[src/rtl/mdu_pkg.sv]
package mdu_pkg;
  typedef enum logic [1:0] {
    OP_MUL  = 2'b00,
    OP_MULU = 2'b01,
    OP_DIV  = 2'b10,
    OP_DIVU = 2'b11
  } mdu_op_e;

  // strobes from the sequencer to the datapath
  typedef struct packed {
    logic load;
    logic step;
    logic commit;
  } mdu_ctl_t;
endpackage

[src/rtl/mdu_ctrl.sv]
module mdu_ctrl
  import mdu_pkg::*;
#(
  parameter int ITERS = 32
) (
  input  logic     clk,
  input  logic     rstN,
  input  logic     startReq,
  output logic     busy,
  output logic     done,
  output mdu_ctl_t ctl
);
  localparam int CNT_W = (ITERS > 1) ? $clog2(ITERS) : 1;
  localparam logic [CNT_W-1:0] LAST_CNT = CNT_W'(ITERS - 1);

  typedef enum logic [1:0] {ST_IDLE, ST_RUN, ST_FIN} state_e;

  state_e state;
  logic [CNT_W-1:0] iterCnt;
  logic doneQ;

  always_comb begin
    ctl.load   = startReq && (state == ST_IDLE);
    ctl.step   = (state == ST_RUN);
    ctl.commit = (state == ST_FIN);
  end

  always_ff @(posedge clk) begin
    if (!rstN) begin
      state   <= ST_IDLE;
      iterCnt <= '0;
      doneQ   <= 1'b0;
    end else begin
      doneQ <= ctl.commit;
      case (state)
        ST_IDLE: begin
          if (startReq) begin
            state   <= ST_RUN;
            iterCnt <= '0;
          end
        end
        ST_RUN: begin
          if (iterCnt == LAST_CNT) begin
            state   <= ST_FIN;
            iterCnt <= '0;
          end else begin
            iterCnt <= iterCnt + 1'b1;
          end
        end
        default: state <= ST_IDLE;
      endcase
    end
  end

  assign busy = (state != ST_IDLE);
  assign done = doneQ;


  strobe_excl_chk: assert property (@(posedge clk) disable iff (!rstN)
    $onehot0({ctl.load, ctl.step, ctl.commit}));


  done_pulse_chk: assert property (@(posedge clk) disable iff (!rstN)
    done |=> !done);


  ignore_start_chk: assert property (@(posedge clk) disable iff (!rstN)
    (startReq && state == ST_RUN) |=> (state != ST_IDLE));
endmodule

[src/rtl/mdu_datapath.sv]
module mdu_datapath
  import mdu_pkg::*;
#(
  parameter int WIDTH = 32
) (
  input  logic             clk,
  input  logic             rstN,
  input  mdu_ctl_t         ctl,
  input  mdu_op_e          opIn,
  input  logic [WIDTH-1:0] aIn,
  input  logic [WIDTH-1:0] bIn,
  output logic [WIDTH-1:0] hiQ,
  output logic [WIDTH-1:0] loQ
);
  localparam int W2 = 2 * WIDTH;

  logic [W2-1:0]    work;
  logic [WIDTH-1:0] divisorMag;
  logic             isDiv;
  logic             negMain;
  logic             negRem;

  // operand preparation
  logic             signedOp;
  logic             signA;
  logic             signB;
  logic [WIDTH-1:0] magA;
  logic [WIDTH-1:0] magB;

  always_comb begin
    signedOp = ~opIn[0];
    signA    = signedOp & aIn[WIDTH-1];
    signB    = signedOp & bIn[WIDTH-1];
    magA     = signA ? (~aIn + 1'b1) : aIn;
    magB     = signB ? (~bIn + 1'b1) : bIn;
  end

  // one shift-add multiply iteration
  logic [WIDTH:0]  mulSum;
  logic [W2-1:0]   mulNext;

  always_comb begin
    mulSum  = {1'b0, work[W2-1:WIDTH]} + (work[0] ? {1'b0, divisorMag} : '0);
    mulNext = {mulSum, work[WIDTH-1:1]};
  end

  // one restoring divide iteration
  logic [W2-1:0]  shifted;
  logic [WIDTH:0] trialTop;
  logic [WIDTH:0] trialDiff;
  logic [W2-1:0]  divNext;

  always_comb begin
    shifted   = {work[W2-2:0], 1'b0};
    trialTop  = {work[W2-1], shifted[W2-1:WIDTH]};
    trialDiff = trialTop - {1'b0, divisorMag};
    if (trialDiff[WIDTH])
      divNext = shifted;
    else
      divNext = {trialDiff[WIDTH-1:0], shifted[WIDTH-1:1], 1'b1};
  end

  // sign correction at commit
  logic [W2-1:0]    prodFixed;
  logic [WIDTH-1:0] quotFixed;
  logic [WIDTH-1:0] remFixed;

  always_comb begin
    prodFixed = negMain ? (~work + 1'b1) : work;
    quotFixed = negMain ? (~work[WIDTH-1:0] + 1'b1) : work[WIDTH-1:0];
    remFixed  = negRem ? (~work[W2-1:WIDTH] + 1'b1) : work[W2-1:WIDTH];
  end

  always_ff @(posedge clk) begin
    if (!rstN) begin
      work       <= '0;
      divisorMag <= '0;
      isDiv      <= 1'b0;
      negMain    <= 1'b0;
      negRem     <= 1'b0;
    end else if (ctl.load) begin
      isDiv      <= opIn[1];
      negMain    <= signA ^ signB;
      negRem     <= signA;
      if (opIn[1]) begin
        work       <= {{WIDTH{1'b0}}, magA};
        divisorMag <= magB;
      end else begin
        work       <= {{WIDTH{1'b0}}, magB};
        divisorMag <= magA;
      end
    end else if (ctl.step) begin
      work <= isDiv ? divNext : mulNext;
    end
  end

  always_ff @(posedge clk) begin
    if (!rstN) begin
      hiQ <= '0;
      loQ <= '0;
    end else if (ctl.commit) begin
      if (isDiv) begin
        hiQ <= remFixed;
        loQ <= quotFixed;
      end else begin
        hiQ <= prodFixed[W2-1:WIDTH];
        loQ <= prodFixed[WIDTH-1:0];
      end
    end
  end


  result_hold_chk: assert property (@(posedge clk) disable iff (!rstN)
    !ctl.commit |=> ($stable(hiQ) && $stable(loQ)));


  rem_bound_chk: assert property (@(posedge clk) disable iff (!rstN)
    (ctl.step && isDiv && divisorMag != '0) |-> (work[W2-1:WIDTH] < divisorMag));
endmodule

[src/rtl/mdu_unit.sv]
module mdu_unit
  import mdu_pkg::*;
#(
  parameter int DATA_W = 32
) (
  input  logic              clk,
  input  logic              rstN,
  input  logic              start,
  input  logic [1:0]        op,
  input  logic [DATA_W-1:0] opA,
  input  logic [DATA_W-1:0] opB,
  input  logic              rdReq,
  input  logic              rdSel,
  output logic              busy,
  output logic              done,
  output logic [DATA_W-1:0] rdData,
  output logic              rdStall,
  output logic [DATA_W-1:0] hiOut,
  output logic [DATA_W-1:0] loOut
);
  mdu_ctl_t ctl;

  mdu_ctrl #(.ITERS(DATA_W)) u_ctrl (
    .clk      (clk),
    .rstN     (rstN),
    .startReq (start),
    .busy     (busy),
    .done     (done),
    .ctl      (ctl)
  );

  mdu_datapath #(.WIDTH(DATA_W)) u_dp (
    .clk  (clk),
    .rstN (rstN),
    .ctl  (ctl),
    .opIn (mdu_op_e'(op)),
    .aIn  (opA),
    .bIn  (opB),
    .hiQ  (hiOut),
    .loQ  (loOut)
  );

  assign rdData  = rdSel ? hiOut : loOut;
  assign rdStall = rdReq & busy;


  done_idle_chk: assert property (@(posedge clk) disable iff (!rstN)
    done |-> !busy);
endmodule

[config.mk]
export PLATFORM = sky130hd
export DESIGN_NAME = mdu_unit
export DESIGN_NICKNAME = d
export VERILOG_FILES = /design/src/rtl/mdu_pkg.sv /design/src/rtl/mdu_ctrl.sv /design/src/rtl/mdu_datapath.sv /design/src/rtl/mdu_unit.sv
export SDC_FILE = /design/constraint.sdc
export NUM_CORES = 1
export LEC_CHECK = 0
export BUFFER_PORTS_ARGS = -buffer_cell sky130_fd_sc_hd__buf_2
export CORE_ASPECT_RATIO = 2
export CORE_UTILIZATION = 46
export CTS_CLUSTER_SIZE = 28
export DETAILED_ROUTE_END_ITERATION = 12
export PLACE_DENSITY_LB_ADDON = 0.2
export SLEW_MARGIN = 25
export SYNTH_ARGS = -nofsm -noshare
export SYNTH_HDL_FRONTEND = slang
export SYNTH_SLANG_ARGS = --single-unit
export TNS_END_PERCENT = 5
[constraint.sdc]
create_clock -name clk -period 4.4 [get_ports clk]
set_clock_uncertainty 0.15 [all_clocks]
set_input_delay 0.22 -clock clk [delete_from_list [all_inputs] [get_ports clk]]
set_output_delay 0.22 -clock clk [all_outputs]
set_load 0.02 [all_outputs]
---- Word level (Yosys, flattened, before mapping) ----
Cells that the tools add are included.
storage, ports and cells
  register bits ........................... 171
  bits of input ports ..................... 71
  output and inout port bits .............. 99
operators by class
  add/sub/neg operators ................... 8
  equal/unequal tests ..................... 5
  multiplexer cells ....................... 21
  bitwise gates (word level) .............. 10
  reduce and logical (&&, ||, !) cells .... 7
operators with widths
  operator                                       number
  2-to-1 mux 32 bit                              10
  2-to-1 mux 64 bit                              5
  adder 32 x 1 -> 32 bit, second input constant  4
  NOT 32 bit                                     4
  adder 64 x 1 -> 64 bit, second input constant  1
  NOT 64 bit                                     1
  adder 32 x 33 -> 33 bit                        1
  subtractor 33 x 32 -> 33 bit                   1
  2-to-1 mux 5 bit                               2
  one-hot mux 5 bit (2 select lines)             1
  nonzero test 2 bit                             3
  adder 5 x 1 -> 5 bit, second input constant    1
  == test 5 bit, second input constant           1
  2-to-1 mux 2 bit                               2
  one-hot mux 2 bit (2 select lines)             1
  AND reduction 2 bit                            2
  AND 1 bit                                      3
  == test 2 x 1 -> 1 bit, second input constant  1
  == test 2 bit, second input constant           1
  zero test 2 bit                                1
  != test 2 x 1 -> 1 bit, second input constant  1
  != test 2 bit, second input constant           1
  logical AND 1 bit                              1
  NOT 1 bit                                      1
  XOR 1 bit                                      1

---- Depth between registers and ports, before layout ----
  depth after elaboration ................. 5
  gate-level depth with buffers ........... 14
  gate-level depth less buffers ........... 13

---- By module ----
A second synthesis with hierarchy kept.
unflattened totals
  cells, all modules ...................... 2,025
  area, all modules ....................... 14,923.1 um^2
by module, submodules not included
  module        times used  cells an instance  area an instance (um^2)
  mdu_datapath  1           1,950              14,008.4
  mdu_unit      1           37                 550.5
  mdu_ctrl      1           38                 364.1

---- Least setup slack after synthesis ----
OpenSTA, ideal clock, no wires.
  path type ............................... reg-to-reg
  start ................................... register u_dp.work[0]
  end ..................................... register u_dp.work[58]
  library setup time ...................... 0.060 ns
  arrival time ............................ 3.129 ns
  required time ........................... 4.190 ns
  slack ................................... 1.062 ns
  cell stages (with the launch flop) ...... 14
  path buffers ............................ 1
  period minus slack after synthesis ...... 3.338 ns
  cells stage by stage .................... dfxtp_1 > inv_1 > clkbuf_1 > nor2_1 > ha_1 > o21a_1 > a21oi_1 > nor4_1 > o21ai_0 > o31ai_1 > a21oi_1 > o311ai_0 > mux2i_1 > o311a_1
on the way
  longest elaborated chain between the ends .. 5
RTL lines
  item                     line                RTL
  from (decl)              mdu_datapath.sv:17  logic [W2-1:0] work;
  from (signal assigned)   mdu_datapath.sv:86  work <= {{WIDTH{1'b0}}, magA};
  from (signal assigned)   mdu_datapath.sv:89  work <= {{WIDTH{1'b0}}, magB};
  from (signal assigned)   mdu_datapath.sv:93  work <= isDiv ? divNext : mulNext;
  2-to-1 mux 32 bit        mdu_datapath.sv:43  mulSum = {1'b0, work[W2-1:WIDTH]} + (work[0] ? {1'b0, divisorMag} : '0);
  adder 32 x 33 -> 33 bit  mdu_datapath.sv:43
  2-to-1 mux 64 bit        mdu_datapath.sv:93
  2-to-1 mux 64 bit        mdu_datapath.sv:92  end else if (ctl.step) begin
  2-to-1 mux 64 bit        mdu_datapath.sv:81  end else if (ctl.load) begin
Every way passes these cells. The select of a mux whose other input is x is not followed.
A chain may end at the register's enable or synchronous reset.

---- Worst setup path in the final report ----
  start ................................... register u_dp.divisorMag[26]
  end ..................................... register u_dp.work[43]
on the way
  longest elaborated chain between the ends .. 5
RTL lines
  item                          line                RTL
  from (decl)                   mdu_datapath.sv:18  logic [WIDTH-1:0] divisorMag;
  from (signal assigned)        mdu_datapath.sv:87  divisorMag <= magB;
  from (signal assigned)        mdu_datapath.sv:90  divisorMag <= magA;
  subtractor 33 x 32 -> 33 bit  mdu_datapath.sv:56  trialDiff = trialTop - {1'b0, divisorMag};
  2-to-1 mux 64 bit             mdu_datapath.sv:57  if (trialDiff[WIDTH])
  2-to-1 mux 64 bit             mdu_datapath.sv:93
  2-to-1 mux 64 bit             mdu_datapath.sv:92
  2-to-1 mux 64 bit             mdu_datapath.sv:81
Every way passes these cells. The select of a mux whose other input is x is not followed.

==> results.yml <==
outcome:
  outcome: "completed"
layout:
  layout_common_cells: "nor2_1 (211), a21oi_1 (200), nand2_1 (186), dfxtp_1 (170), buf_2 (169)"
  area_growth_pct: 13.9
  num_antenna_cells: 0
  fin_nets: 2202
  layout.filler_cells: 3056
  layout.cells.most_common: "nor2_1"
  layout-drive-gt1-share_pct: 15.7
synth:
  synth-edff-count: 0
  syn_avg_cell_area_um2: 7.39
  synth_cell_types: 74
  synthFlopType: "dfxtp_1"
  synth_area_mm2: 0.0143
  yosysWarnings: 0
  async_flop_share_pct: 0
  synth_top_area_share_pct: 23.9
  synth_area_leaders: "dfxtp_1 (24%), a21oi_1 (7.0%), ha_1 (6.1%), xor2_1 (6.1%), nor2_1 (5.5%)"
  synth_area_leader_cell: "dfxtp_1"
  ys_ff_latch: 171
  ys_seq_area_share_pct: 23.9
  synth_fp_nets: 2084
  syn-instance-count: 1941
critical_path:
  reg2reg_depth: 11
  r2r-end: "u_dp.work[43]$_SDFFE_PN0P_"
  cp_data_arrival_time_ns: 4.12
  worstSetupStartpointType: "flip-flop"
  rr_startpoint: "u_dp.divisorMag[26]$_SDFFE_PN0P_"
  cp-end-kind: "flip-flop"
  r2r_setup_slack_ns: 0.47
  cp_max_fo: 20
  worstSetupPathType: "reg -> reg"
  required_ns: 4.60
  worstSetupStartpoint: "u_dp.divisorMag[26]$_SDFFE_PN0P_"
clock_tree:
  cts-root-buf: "clkbuf_16"
  clk_latency_ns: 0.47
  cts_tree: "built"
  htreeDepth: 4
  cts_buffer_depth: 2
  cts.sinks: 171
  post-cts-setup-buffers: 0
  clk_pin_slew_ns: 0.07
  cts_made_buffers: 17
global_routing:
  grt_overflow: 0
  track_usage_pct: 36.2
  grt_start_max_net_pins: 84
  antenna_found_initial: 0
  grt_pass1_vias: 15000
  grt_pass1_wl_um: 86400
power_and_ir_drop:
  power_frac_seq_pct: 35.8
  irDropWorstVdd_v: 0.000279
  combinationalPowerShare_pct: 27.6
  cellLeakagePower_nw: 6.85
  power.density_mw_per_mm2: 291
  p_switching_mw: 1.66
  sw_frac_of_total_pct: 35.0
  p_clk_share_pct: 36.6
  p_int_mw: 3.09
timing:
  finalWorstSetupSlack_ns: 0.473
  holdWs_ns: 0.0249
  period_needed_ns: 3.93
  clock.fmax_ghz: 0.255
  setup_tns_ns: 0
  tightest_slew_ns: 0.998
  final-hold-violation-count: 0
  slew-limit-headroom_pct: 33.5
  slew_viol_final: 0
  rsz0062_at_grt: "false"
  finalCritPeriodShare_pct: 89.3
  finalSetupViolations: 0
flow_run:
  drv_cap: 0
placed_design:
  routabilityCongestion: 1.04
  hpwl_um: 45500
  pre_cts_ws_ns: 0.576
  numPortBuffers: 169
min_path:
  hold_class: "in -> reg"
  min_to: "u_dp.divisorMag[24]$_SDFFE_PN0P_"
  whs_path_depth: 3
  holdCritStartpoint: "opA[24]"
floorplanning:
  rows: 91
  dieArea_mm2: 0.0319
  start_util_pct: 46.6
  ios: 170
  coreArea_mm2: 0.0307
  fp.dieW_um: 127
  fp.dieH_um: 252
routing:
  via_per_inst: 6.28
  num_vias: 15400
  first_pass_iters: 5
  wirelength_um: 57700
  drtIter0Drc: 933
  drc: 0
  wl_per_cell_um: 23.6
  ant_nets: 0
## worst max path at each step
stage	end	slack [ns]	cells after the start
2_1_floorplan	u_dp.work[58]$_SDFFE_PN0P_	1.06	13
3_3_place_gp	u_dp.hiQ[31]$_SDFFE_PN0P_	0.57	10
3_5_place_dp	u_dp.work[35]$_SDFFE_PN0P_	0.58	12
4_1_cts	u_dp.work[36]$_SDFFE_PN0P_	0.55	11
5_1_grt	u_dp.work[62]$_SDFFE_PN0P_	0.22	13
6_report	u_dp.work[43]$_SDFFE_PN0P_	0.47	11
## sequential cells by signal, summed over array words and instances (netlist names)
name,cells
u_ctrl.done,1
u_dp.negMain,1
u_dp.hiQ,32
u_ctrl.iterCnt,5
u_dp.work,64
u_dp.isDiv,1
u_dp.divisorMag,32
u_dp.negRem,1
u_ctrl.state,2
u_dp.loQ,32
## power by group through the flow
stage               combinational, mW  sequential, mW  clock, mW
finish                           1.31            1.70       1.74
global route                     1.42            1.70       1.79
CTS                              1.28            1.70       1.75
detailed placement               1.27            1.73          0
global placement                 1.26            1.73          0
floorplan                       0.884            1.69          0
## cells by family after synthesis
group | Yosys count | synth area share (%)
AO/OA/AOI/OAI | 618 | 27.6
XOR/XNOR | 169 | 10.3
adder cells (fa/ha/maj) | 72 | 6.39
buffers and inverters | 193 | 5.14
flip-flops | 171 | 23.9
multiplexers | 75 | 5.52
AND/OR/NAND/NOR | 643 | 21.1
## critical path, stage by stage, from the launching register on
cell and delay [ns]:
dfxtp_1 0.42, inv_1 0.17, ha_1 0.27, a21o_1 0.18, a31oi_1 0.35, o211ai_1 0.22, a211oi_1 0.31, o21ai_0 0.27
xnor2_2 0.66, buf_4 0.37, o21ai_0 0.14, a221o_1 0.31
## synthesized netlist by cell type (all sizes together), types with 7 or more instances
master and n:
a21o 31, a211oi 42, nand3 46, a21oi 204, clkbuf 116, nor4 16
and2 10, nand4 9, a211o 7, a31oi 12, buf 16, and3 17
or4 14, o31ai 33, o21ai 124, ha 70, nand2 187, o22ai 9
nor2b 19, xor2 100, inv 61, or2 8, a22oi 11, nand2b 23
dfxtp 171, mux2 32, o21bai 7, mux2i 43, a311oi 8, o41ai 8
nor3 38, a221o 11, or3 29, o211ai 47, o221ai 11, nor2 211
xnor2 69
## through the flow
| stage | area (µm²) | power [mW] | instances | util (%) |
|---|---|---|---|---|
| after floorplan | 14300 | 2.57 | 1941 | - |
| after global placement | 15600 | 2.99 | 2405 | 50.7 |
| after detailed placement | 15600 | 3.00 | 2405 | 50.7 |
| after CTS | 16300 | 4.72 | 2444 | 53.1 |
| after global routing | 16300 | 4.91 | 2444 | 53.1 |
| final | 16300 | 4.75 | 2444 | 53.1 |
## layout make-up
class                   count  area (µm²)  area share, %
multi-input cells        1577       10200           62.5
flip-flops and latches    171        3420           21.0
repair buffers            231        1330           8.14
clock buffers              20         467           2.86
well taps                 372         465           2.85
inverters                  61         229           1.40
clock inverters            12         201           1.23
## repair_timing
action                                 4_1_cts  5_1_grt
gates resized for setup                      0        0
hold buffers                                 7        0
endpoints found under the hold margin        6        0
## routing by layer
layer  up-vias  track usage [%]  wire (µm)
met5         -                0          0
met4         0             35.9       6220
met3       260             5.15       2470
met2       568             64.8      29400
met1      7252             34.7      19600
li1       7274                -          -
(Power assumes the default switching activity.)
